--- config.mk ---
export PLATFORM = sky130hd
export DESIGN_NAME = sc_xcvr
export DESIGN_NICKNAME = d
export VERILOG_FILES = /design/src/rtl/sc_pkg.sv /design/src/rtl/sc_tx.sv /design/src/rtl/sc_rx.sv /design/src/rtl/sc_cardclk.sv /design/src/rtl/sc_xcvr.sv
export SDC_FILE = /design/constraint.sdc
export NUM_CORES = 1
export LEC_CHECK = 0
export ABC_AREA = 1
export BUFFER_PORTS_ARGS = -buffer_cell sky130_fd_sc_hd__buf_2
export CAP_MARGIN = 20
export CORE_ASPECT_RATIO = 2
export CORE_MARGIN = 3
export CORE_UTILIZATION = 59
export CTS_CLUSTER_DIAMETER = 120
export DETAILED_ROUTE_END_ITERATION = 10
export PLACE_DENSITY_LB_ADDON = 0.05
export SKIP_CTS_REPAIR_TIMING = 1
export SLEW_MARGIN = 20
export SYNTH_ARGS = -nofsm -noshare
export SYNTH_HDL_FRONTEND = slang
export SYNTH_SLANG_ARGS = --single-unit
--- constraint.sdc ---
create_clock -name clk -period 2.8 [get_ports clk]
set_input_delay 0.84 -clock clk [delete_from_list [all_inputs] [get_ports clk]]
set_output_delay 0.84 -clock clk [all_outputs]
set_load 0.02 [all_outputs]
--- src/rtl/sc_pkg.sv ---
package sc_pkg;

  typedef enum logic [1:0] {TX_IDLE, TX_SEND, TX_GUARD, TX_HALT} tx_st_e;
  typedef enum logic [1:0] {RX_IDLE, RX_RECV, RX_ERRSIG} rx_st_e;

  // ETU indices counted from the start bit (index 0)
  localparam logic [3:0] ETU_PAR     = 4'd9;   // parity bit slot
  localparam logic [3:0] ETU_DONE    = 4'd10;  // receiver verdict (mid-ETU)
  localparam logic [3:0] ETU_CHK     = 4'd11;  // error-signal sample / release
  localparam logic [3:0] ETU_ERR_END = 4'd12;  // last guard ETU after an error

  // Line level for a given ETU slot of an outgoing character
  function automatic logic tx_level(input logic [7:0] d, input logic [3:0] etu,
                                    input logic inv);
    logic b;
    logic lvl;
    b = 1'b1;
    if (etu == 4'd0) begin
      lvl = 1'b0;
    end else if (etu == ETU_PAR) begin
      b   = ^d;
      lvl = b ^ inv;
    end else if (etu < ETU_PAR) begin
      b   = inv ? d[3'(4'd8 - etu)] : d[3'(etu - 4'd1)];
      lvl = b ^ inv;
    end else begin
      lvl = 1'b1;
    end
    return lvl;
  endfunction

endpackage

--- src/rtl/sc_tx.sv ---
module sc_tx
  import sc_pkg::*;
#(
  parameter int OS_TICKS = 16,
  parameter int RETRY_W  = 3
) (
  input  logic               clk,
  input  logic               rst_n,
  input  logic               tick,
  input  logic               line_in,
  input  logic               inv,
  input  logic               go,
  input  logic               clr,
  input  logic [7:0]         din,
  input  logic [RETRY_W-1:0] retry_max,
  output logic               oe,
  output logic               busy,
  output logic               take,
  output logic               ack,
  output logic               nak,
  output logic               halted
);

  localparam int PHW = $clog2(OS_TICKS);
  localparam logic [PHW-1:0] PH_LAST = PHW'(OS_TICKS - 1);

  tx_st_e             st_q, st_d;
  logic [PHW-1:0]     ph_q, ph_d;
  logic [3:0]         etu_q, etu_d;
  logic [7:0]         dat_q, dat_d;
  logic               err_q, err_d;
  logic [RETRY_W-1:0] rcnt_q, rcnt_d;
  logic               etu_end;

  assign etu_end = tick && (ph_q == PH_LAST);

  always_comb begin
    st_d   = st_q;
    ph_d   = ph_q;
    etu_d  = etu_q;
    dat_d  = dat_q;
    err_d  = err_q;
    rcnt_d = rcnt_q;
    take   = 1'b0;
    ack    = 1'b0;
    nak    = 1'b0;
    case (st_q)
      TX_IDLE: begin
        if (go && tick) begin
          take   = 1'b1;
          st_d   = TX_SEND;
          ph_d   = '0;
          etu_d  = '0;
          dat_d  = din;
          err_d  = 1'b0;
          rcnt_d = '0;
        end
      end
      TX_SEND, TX_GUARD: begin
        if (tick) begin
          if (etu_end) begin
            ph_d  = '0;
            etu_d = etu_q + 4'd1;
          end else begin
            ph_d = ph_q + 1'b1;
          end
        end
        if (st_q == TX_SEND) begin
          if (etu_end && etu_q == ETU_PAR) st_d = TX_GUARD;
        end else begin
          if (tick && ph_q == '0 && etu_q == ETU_CHK) begin
            if (!line_in) begin
              nak   = 1'b1;
              err_d = 1'b1;
            end else begin
              ack = 1'b1;
            end
          end
          if (etu_end && !err_q && etu_q == ETU_CHK) begin
            st_d = TX_IDLE;
          end else if (etu_end && err_q && etu_q == ETU_ERR_END) begin
            if (rcnt_q < retry_max) begin
              rcnt_d = rcnt_q + 1'b1;
              st_d   = TX_SEND;
              ph_d   = '0;
              etu_d  = '0;
              err_d  = 1'b0;
            end else begin
              st_d = TX_HALT;
            end
          end
        end
      end
      TX_HALT: begin
        if (clr) st_d = TX_IDLE;
      end
      default: st_d = TX_IDLE;
    endcase
  end

  always_ff @(posedge clk or negedge rst_n) begin
    if (!rst_n) begin
      st_q   <= TX_IDLE;
      ph_q   <= '0;
      etu_q  <= '0;
      dat_q  <= '0;
      err_q  <= 1'b0;
      rcnt_q <= '0;
    end else begin
      st_q   <= st_d;
      ph_q   <= ph_d;
      etu_q  <= etu_d;
      dat_q  <= dat_d;
      err_q  <= err_d;
      rcnt_q <= rcnt_d;
    end
  end

  assign oe     = (st_q == TX_SEND) && !tx_level(dat_q, etu_q, inv);
  assign busy   = (st_q == TX_SEND) || (st_q == TX_GUARD);
  assign halted = (st_q == TX_HALT);

  // the repeat count never passes the programmed limit
  a_r7_retry_bound: assert property (@(posedge clk) disable iff (!rst_n)
    (st_q != TX_IDLE && $stable(retry_max)) |-> (rcnt_q <= retry_max));

  // an observed error signal keeps the transmitter occupied (resend or halt)
  a_r6_nak_keeps_busy: assert property (@(posedge clk) disable iff (!rst_n)
    nak |=> (busy || halted));

endmodule

--- src/rtl/sc_rx.sv ---
module sc_rx
  import sc_pkg::*;
#(
  parameter int OS_TICKS = 16
) (
  input  logic       clk,
  input  logic       rst_n,
  input  logic       tick,
  input  logic       line_in,
  input  logic       en,
  input  logic       inv,
  output logic       oe,
  output logic       busy,
  output logic       done,
  output logic       par_ok,
  output logic [7:0] dout
);

  localparam int PHW = $clog2(OS_TICKS);
  localparam logic [PHW-1:0] PH_LAST = PHW'(OS_TICKS - 1);
  localparam logic [PHW-1:0] PH_MID  = PHW'(OS_TICKS / 2);

  rx_st_e         st_q, st_d;
  logic [PHW-1:0] ph_q, ph_d;
  logic [3:0]     etu_q, etu_d;
  logic [7:0]     sh_q, sh_d;
  logic           ok_q, ok_d;
  logic           prev_q;
  logic           mid;

  assign mid = tick && (ph_q == PH_MID);

  always_comb begin
    st_d  = st_q;
    ph_d  = ph_q;
    etu_d = etu_q;
    sh_d  = sh_q;
    ok_d  = ok_q;
    done  = 1'b0;
    if (st_q == RX_IDLE) begin
      if (en && prev_q && !line_in) begin
        st_d  = RX_RECV;
        ph_d  = '0;
        etu_d = '0;
      end
    end else begin
      if (tick) begin
        if (ph_q == PH_LAST) begin
          ph_d  = '0;
          etu_d = etu_q + 4'd1;
        end else begin
          ph_d = ph_q + 1'b1;
        end
      end
      if (mid) begin
        if (st_q == RX_RECV) begin
          if (etu_q == 4'd0) begin
            if (line_in) st_d = RX_IDLE;
          end else if (etu_q < ETU_PAR) begin
            sh_d = inv ? {sh_q[6:0], ~line_in} : {line_in, sh_q[7:1]};
          end else if (etu_q == ETU_PAR) begin
            ok_d = ((^sh_q) == (line_in ^ inv));
          end else begin
            done = 1'b1;
            st_d = ok_q ? RX_IDLE : RX_ERRSIG;
          end
        end else if (etu_q == ETU_CHK) begin
          st_d = RX_IDLE;
        end
      end
    end
  end

  always_ff @(posedge clk or negedge rst_n) begin
    if (!rst_n) begin
      st_q   <= RX_IDLE;
      ph_q   <= '0;
      etu_q  <= '0;
      sh_q   <= '0;
      ok_q   <= 1'b0;
      prev_q <= 1'b1;
    end else begin
      st_q   <= st_d;
      ph_q   <= ph_d;
      etu_q  <= etu_d;
      sh_q   <= sh_d;
      ok_q   <= ok_d;
      prev_q <= line_in;
    end
  end

  assign oe     = (st_q == RX_ERRSIG);
  assign busy   = (st_q != RX_IDLE);
  assign par_ok = ok_q;
  assign dout   = sh_q;

  // a verdict of bad parity is followed by the error pulse
  a_r4_bad_par_drives: assert property (@(posedge clk) disable iff (!rst_n)
    (done && !par_ok) |=> oe);

  // a good character never produces an error pulse
  a_r3_good_par_quiet: assert property (@(posedge clk) disable iff (!rst_n)
    (done && par_ok) |=> !oe);

endmodule

--- src/rtl/sc_cardclk.sv ---
module sc_cardclk (
  input  logic       clk,
  input  logic       rst_n,
  input  logic       tick,
  input  logic       mode,
  input  logic [1:0] sel,
  output logic       clk_o
);

  logic run;
  logic lvl;
  logic q, d;

  assign run = mode ? !sel[1] : sel[0];
  assign lvl = mode & sel[1] & sel[0];

  always_comb begin
    if (!run)      d = lvl;
    else if (tick) d = ~q;
    else           d = q;
  end

  always_ff @(posedge clk or negedge rst_n) begin
    if (!rst_n) q <= 1'b0;
    else        q <= d;
  end

  assign clk_o = q;

  // in block mode with the hold setting the output follows the level bit
  a_r9_fixed_level: assert property (@(posedge clk) disable iff (!rst_n)
    (mode && sel[1]) |=> (clk_o == $past(sel[0])));

  // stopped clock in normal mode stays low
  a_r9_stopped_low: assert property (@(posedge clk) disable iff (!rst_n)
    (!mode && !sel[0]) |=> !clk_o);

endmodule

--- src/rtl/sc_xcvr.sv ---
module sc_xcvr
  import sc_pkg::*;
#(
  parameter int OS_TICKS = 16,
  parameter int RETRY_W  = 3
) (
  input  logic               clk,
  input  logic               rst_n,
  input  logic               tick,
  input  logic               io_in,
  output logic               io_oe,
  output logic               card_clk,
  input  logic               cfg_mode,
  input  logic               cfg_inv,
  input  logic [1:0]         cfg_clk,
  input  logic               tx_en,
  input  logic               rx_en,
  input  logic [RETRY_W-1:0] retry_max,
  input  logic               tx_wr,
  input  logic [7:0]         tx_wdata,
  output logic               tx_empty,
  output logic               tx_end,
  input  logic               rx_rd,
  output logic [7:0]         rx_rdata,
  output logic               rx_full,
  output logic               err_overrun,
  output logic               err_signal,
  output logic               err_parity,
  input  logic               flag_clr
);

  logic       sync1_q, sync2_q;
  logic [7:0] tdr_q, tdr_d, rdr_q, rdr_d;
  logic       tdre_q, tdre_d, tend_q, tend_d, rdrf_q, rdrf_d;
  logic       orer_q, orer_d, ers_q, ers_d, per_q, per_d;

  logic       tx_oe, tx_busy, tx_take, tx_ack, tx_nak, tx_halted;
  logic       rx_oe, rx_busy, rx_done, rx_par_ok;
  logic [7:0] rx_byte;
  logic       tx_go, rx_enable;

  // two-stage synchronizer on the shared line
  always_ff @(posedge clk or negedge rst_n) begin
    if (!rst_n) begin
      sync1_q <= 1'b1;
      sync2_q <= 1'b1;
    end else begin
      sync1_q <= io_in;
      sync2_q <= sync1_q;
    end
  end

  // half duplex: each side waits while the other owns the line
  assign tx_go     = tx_en && !tdre_q && !rx_busy && !tx_halted;
  assign rx_enable = rx_en && !tx_busy;

  sc_tx #(.OS_TICKS(OS_TICKS), .RETRY_W(RETRY_W)) u_tx (
    .clk(clk), .rst_n(rst_n), .tick(tick), .line_in(sync2_q), .inv(cfg_inv),
    .go(tx_go), .clr(flag_clr), .din(tdr_q), .retry_max(retry_max),
    .oe(tx_oe), .busy(tx_busy), .take(tx_take), .ack(tx_ack), .nak(tx_nak),
    .halted(tx_halted)
  );

  sc_rx #(.OS_TICKS(OS_TICKS)) u_rx (
    .clk(clk), .rst_n(rst_n), .tick(tick), .line_in(sync2_q), .en(rx_enable),
    .inv(cfg_inv), .oe(rx_oe), .busy(rx_busy), .done(rx_done),
    .par_ok(rx_par_ok), .dout(rx_byte)
  );

  sc_cardclk u_clk (
    .clk(clk), .rst_n(rst_n), .tick(tick), .mode(cfg_mode), .sel(cfg_clk),
    .clk_o(card_clk)
  );

  always_comb begin
    tdr_d  = tdr_q;
    tdre_d = tdre_q;
    tend_d = tend_q;
    rdr_d  = rdr_q;
    rdrf_d = rdrf_q;
    orer_d = orer_q;
    ers_d  = ers_q;
    per_d  = per_q;

    if (tx_take) tdre_d = 1'b1;
    if (tx_wr) begin
      tdr_d  = tx_wdata;
      tdre_d = 1'b0;
    end

    if (tx_take)                tend_d = 1'b0;
    else if (tx_ack && tdre_q)  tend_d = 1'b1;

    if (flag_clr) begin
      orer_d = 1'b0;
      ers_d  = 1'b0;
      per_d  = 1'b0;
    end
    if (rx_rd) rdrf_d = 1'b0;

    if (tx_nak) ers_d = 1'b1;
    if (rx_done) begin
      if (!rx_par_ok) begin
        per_d = 1'b1;
      end else if (rdrf_q) begin
        orer_d = 1'b1;
      end else begin
        rdr_d  = rx_byte;
        rdrf_d = 1'b1;
      end
    end
  end

  always_ff @(posedge clk or negedge rst_n) begin
    if (!rst_n) begin
      tdr_q  <= '0;
      tdre_q <= 1'b1;
      tend_q <= 1'b1;
      rdr_q  <= '0;
      rdrf_q <= 1'b0;
      orer_q <= 1'b0;
      ers_q  <= 1'b0;
      per_q  <= 1'b0;
    end else begin
      tdr_q  <= tdr_d;
      tdre_q <= tdre_d;
      tend_q <= tend_d;
      rdr_q  <= rdr_d;
      rdrf_q <= rdrf_d;
      orer_q <= orer_d;
      ers_q  <= ers_d;
      per_q  <= per_d;
    end
  end

  assign io_oe       = tx_oe | rx_oe;
  assign tx_empty    = tdre_q;
  assign tx_end      = tend_q;
  assign rx_rdata    = rdr_q;
  assign rx_full     = rdrf_q;
  assign err_overrun = orer_q;
  assign err_signal  = ers_q;
  assign err_parity  = per_q;

  // the two sides never pull the line together
  a_r1_single_driver: assert property (@(posedge clk) disable iff (!rst_n)
    !(tx_oe && rx_oe));

  // the receiver's error pulse only starts with the parity flag raised
  a_r4_pulse_flagged: assert property (@(posedge clk) disable iff (!rst_n)
    $rose(rx_oe) |-> err_parity);

  // an overrun leaves the held byte untouched
  a_r5_overrun_keeps: assert property (@(posedge clk) disable iff (!rst_n)
    (rx_done && rx_par_ok && rx_full) |=> $stable(rx_rdata));

  // the empty flag drops only after a write
  a_r8_empty_on_write: assert property (@(posedge clk) disable iff (!rst_n)
    $fell(tx_empty) |-> $past(tx_wr));

  // transmission end rises only after an accepted character
  a_r8_end_on_accept: assert property (@(posedge clk) disable iff (!rst_n)
    $rose(tx_end) |-> $past(tx_ack));

endmodule

==> metrics.csv <==
stage,metric,value,unit
synthesis,ys_ff_latch,67,
power,ir_worst_vdd,0.727,mV
global_routing,grt-ovfl-total,0,
setup_path,reg2reg_slack,0.78,ns
sta,setup-tns-final,0,ns
sta,relSlewSlack,0.701,
global_routing,grt_use_total,0.231,
setup_path,cp_max_fo,6,
setup_path,path_cells,inv_2 -> ha_4 -> inv_1 -> nand3_1 -> nand3_1 -> nand3_2 -> nand3_2 -> nand3_2 -> nand2_1 -> nand2_1 -> buf_4,
power,leakage,2.30,nW
setup_path,cp-end-kind,primary output,
global_routing,grt_pass1_wl,13800,um
floorplan,die_y,121,um
drt,via_count,3257,
power,p_sw,1.74,mW
setup_path,start_kind,register,
floorplan,row_count,41,
drt,postRouteWirelength,8030,um
floorplan,die_w,63.3,um
global_routing,met1_usage,0.251,
setup_path,r2r_end,u_tx.ph_q[2]$_DFFE_PN0P_,
setup_path,worstSetupEndpoint,io_oe,
setup_path,cp_common_cell,nand3_2,
cells_and_area,fin_cells,619,
power,combPwrFrac,0.394,
cells_and_area,fillers,555,
drt,first_iter_violations,188,
sta,finalHoldViolations,0,
floorplan,start_util,0.608,
global_routing,grt_pass1_vias,3241,
placement,place_hpwl,5880,um
job,drv_cap,0,
global_routing,gr-usage-met2,0.425,
sta,tightest_slew,0.444,ns
floorplan,core_area,6360,sq um
clocking,cts_buffers,9,
floorplan,die_area,7630,sq um
sta,min_period,2.72,ns
setup_path,setup.worst_path.start,u_tx.etu_q[1]$_DFFE_PN0P_,
sta,drv_slew,0,
cells_and_area,drive_above_1_share,0.191,
synthesis,syn_inst,480,
drt,detail-route-antenna-nets,0,
drt,drc_errors,0,
synthesis,synth_edf_count,0,
power,p_int,2.65,mW
cells_and_area,antenna_cells,0,
clocking,cts_sinks,67,
min_path,hp-class,reg -> reg,
placement,dpl.cell_count,601,
synthesis,synth-main-ff-cell,dfrtp_1,
sta,setup_viol,0,
power,clkPwrFrac,0.274,
setup_path,worstSetupPathType,reg -> out,
synthesis,ys_seq_area_frac,0.435,
sta,timing.final.crit_share,0.972,
placement,placement.io_buffers,39,
setup_path,r2r-start,u_tx.st_q[0]$_DFFE_PN0P_,
floorplan,io_pins,40,
sta,max_freq,367,MHz
power,p_per_area,966,nW/um^2
cells_and_area,area_delta_synth_final,17.4,%
power,swShare,0.397,
global_routing,grt_max_degree,68,
clocking,root_buffer,clkbuf_16,
synthesis,postSynthAreaPerCell,8.06,sq um
cells_and_area,nNetsFinal,570,
sta,fin_skew,0.00580,ns
synthesis,netlist_area,3870,sq um
clocking,clock_latency,0.33,ns
global_routing,grtUsageMet3,0.0539,
placement,routabilityCongestion,0.880,
synthesis,yosysUniqueCellTypes,38,
drt,vias_per_cell,5.26,
setup_path,crit_required,1.96,ns
sta,worst_hold_slack,0.361,ns
drt,dr.pass1.iters,4,
clocking,cts_buffer_depth,2,
synthesis,synth_nets,522,
clocking,cts.htree.levels,3,
setup_path,worstPathArrival,1.88,ns
global_routing,grt-busiest-layer,met2,
clocking,cts_tree,yes,
global_routing,antenna_found_initial,0,
drt,wire_per_inst,13.0,um
setup_path,r2r_cells,7,
synthesis,yosysWarnings,0,
power,pwr-share-seq,0.332,
clocking,path_clk_slew,0.05,ns
outcome,status,finished clean,
setup_path,max_stage_delay,0.40,ns
synthesis,synthArstFlopShare,1.00,
setup_path,cpMaxStageDelayCell,dfrtp_1,
[metal layers]
| layer | share of wire | up-vias |
|---|---|---|
| li1 | - | 1661 |
| met2 | 0.54 | 69 |
| met5 | 0 | - |
| met3 | 0.041 | 15 |
| met1 | 0.39 | 1512 |
| met4 | 0.024 | 0 |
[cell type report]
cell class              count  area (sq um)  area share
repair buffers             46           265      0.0584
flip-flops and latches     67          1680       0.370
clock inverters             4          73.8      0.0162
well taps                  86           108      0.0237
clock buffers              12           246      0.0542
multi-input cells         332          1900       0.418
inverters                  72           270      0.0595
[worst min-delay path by stage]
stage / startpoint / to / depth (start not counted)
finish: sync1_q$_DFF_PN1_ / sync2_q$_DFF_PN1_ / 0
global route: sync1_q$_DFF_PN1_ / sync2_q$_DFF_PN1_ / 0
CTS: sync1_q$_DFF_PN1_ / sync2_q$_DFF_PN1_ / 0
detailed placement: sync1_q$_DFF_PN1_ / sync2_q$_DFF_PN1_ / 0
global placement: sync1_q$_DFF_PN1_ / sync2_q$_DFF_PN1_ / 0
floorplan: sync1_q$_DFF_PN1_ / sync2_q$_DFF_PN1_ / 0
[sequential cells by signal (all words and copies together), names as in the netlist, 2 cells and up]
signal	cells
u_tx.etu_q	4
u_tx.ph_q	4
tdr_q	8
u_rx.ph_q	4
rx_rdata	8
u_tx.rcnt_q	3
u_rx.st_q	2
u_rx.dout	8
u_rx.etu_q	4
u_tx.st_q	2
u_tx.dat_q	8
[cells by family (layout without fill, tap and decap cells)]
logic type | count (synthesis) | in the layout | share of synthesized area
XOR/XNOR | 15 | 15 | 0.0339
flip-flops | 67 | 67 | 0.435
AO/OA/AOI/OAI | 91 | 91 | 0.145
AND/OR/NAND/NOR | 208 | 208 | 0.243
adder cells (fa/ha/maj) | 18 | 18 | 0.0582
buffers and inverters | 81 | 134 | 0.0850
[through the flow]
step	worst slack (ns)	power, mW	utilization	cell area (sq um)
global placement	0.117	3.10	0.655	4160
finish	0.0771	4.39	0.714	4540
floorplan	0.212	2.78	-	3870
global route	-0.0257	4.75	0.714	4540
detailed placement	0.0826	3.17	0.655	4160
CTS	-0.0479	4.40	0.705	4480
[cell usage in the layout, fill, tap and decap left out, types with 2 or more instances in the layout]
| cell | n |
|---|---|
| xor2_1 | 6 |
| nor2_2 | 2 |
| o31ai_1 | 2 |
| nand4_1 | 6 |
| inv_1 | 66 |
| nand3_1 | 39 |
| xnor2_1 | 9 |
| nor2_4 | 3 |
| o22ai_1 | 2 |
| nand2_1 | 119 |
| o21ai_0 | 45 |
| buf_4 | 8 |
| nand3_2 | 7 |
| nand2_2 | 4 |
| clkbuf_1 | 2 |
| nor3_1 | 2 |
| clkbuf_16 | 9 |
| ha_1 | 17 |
| a21oi_1 | 13 |
| o21ai_2 | 9 |
| bufinv_16 | 2 |
| dfrtp_1 | 62 |
| o211ai_1 | 8 |
| inv_2 | 6 |
| nand3_4 | 2 |
| dfstp_2 | 5 |
| nor2_1 | 22 |
| buf_2 | 37 |
| o21ai_1 | 5 |
[synth_stat cells (3+ instances only)]
master      n  area, sq um
a21oi_1    13         65.1
clkbuf_1    3         11.3
dfrtp_1    62         1550
nand3_1    44          220
inv_1      68          255
o21ai_2     9         78.8
nand2_2     3         18.8
nor2_4      3         33.8
o21ai_1     5         25.0
nand2_1   120          450
o21ai_0    45          225
inv_2       3         11.3
ha_1       18          225
dfstp_2     5          131
nand4_1     6         37.5
o211ai_1    8         60.1
xnor2_1     9         78.8
nor2_1     22         82.6
xor2_1      6         52.6
[worst max-delay path: cells and delay by family (launching register included)]
kind / cells / cell delay (ns)
DFF: 1 / 0.40
adders and majority gates: 1 / 0.22
buffers and inverters: 3 / 0.36
and+or+nand+nor: 7 / 0.57
[power by group through the flow]
stage	clock network (mW)	logic [mW]	registers, mW
floorplan	0	1.35	1.43
global placement	0	1.65	1.45
detailed placement	0	1.70	1.47
CTS	1.22	1.72	1.45
global route	1.27	1.99	1.49
finish	1.20	1.73	1.46
(Power assumes the default switching activity.)
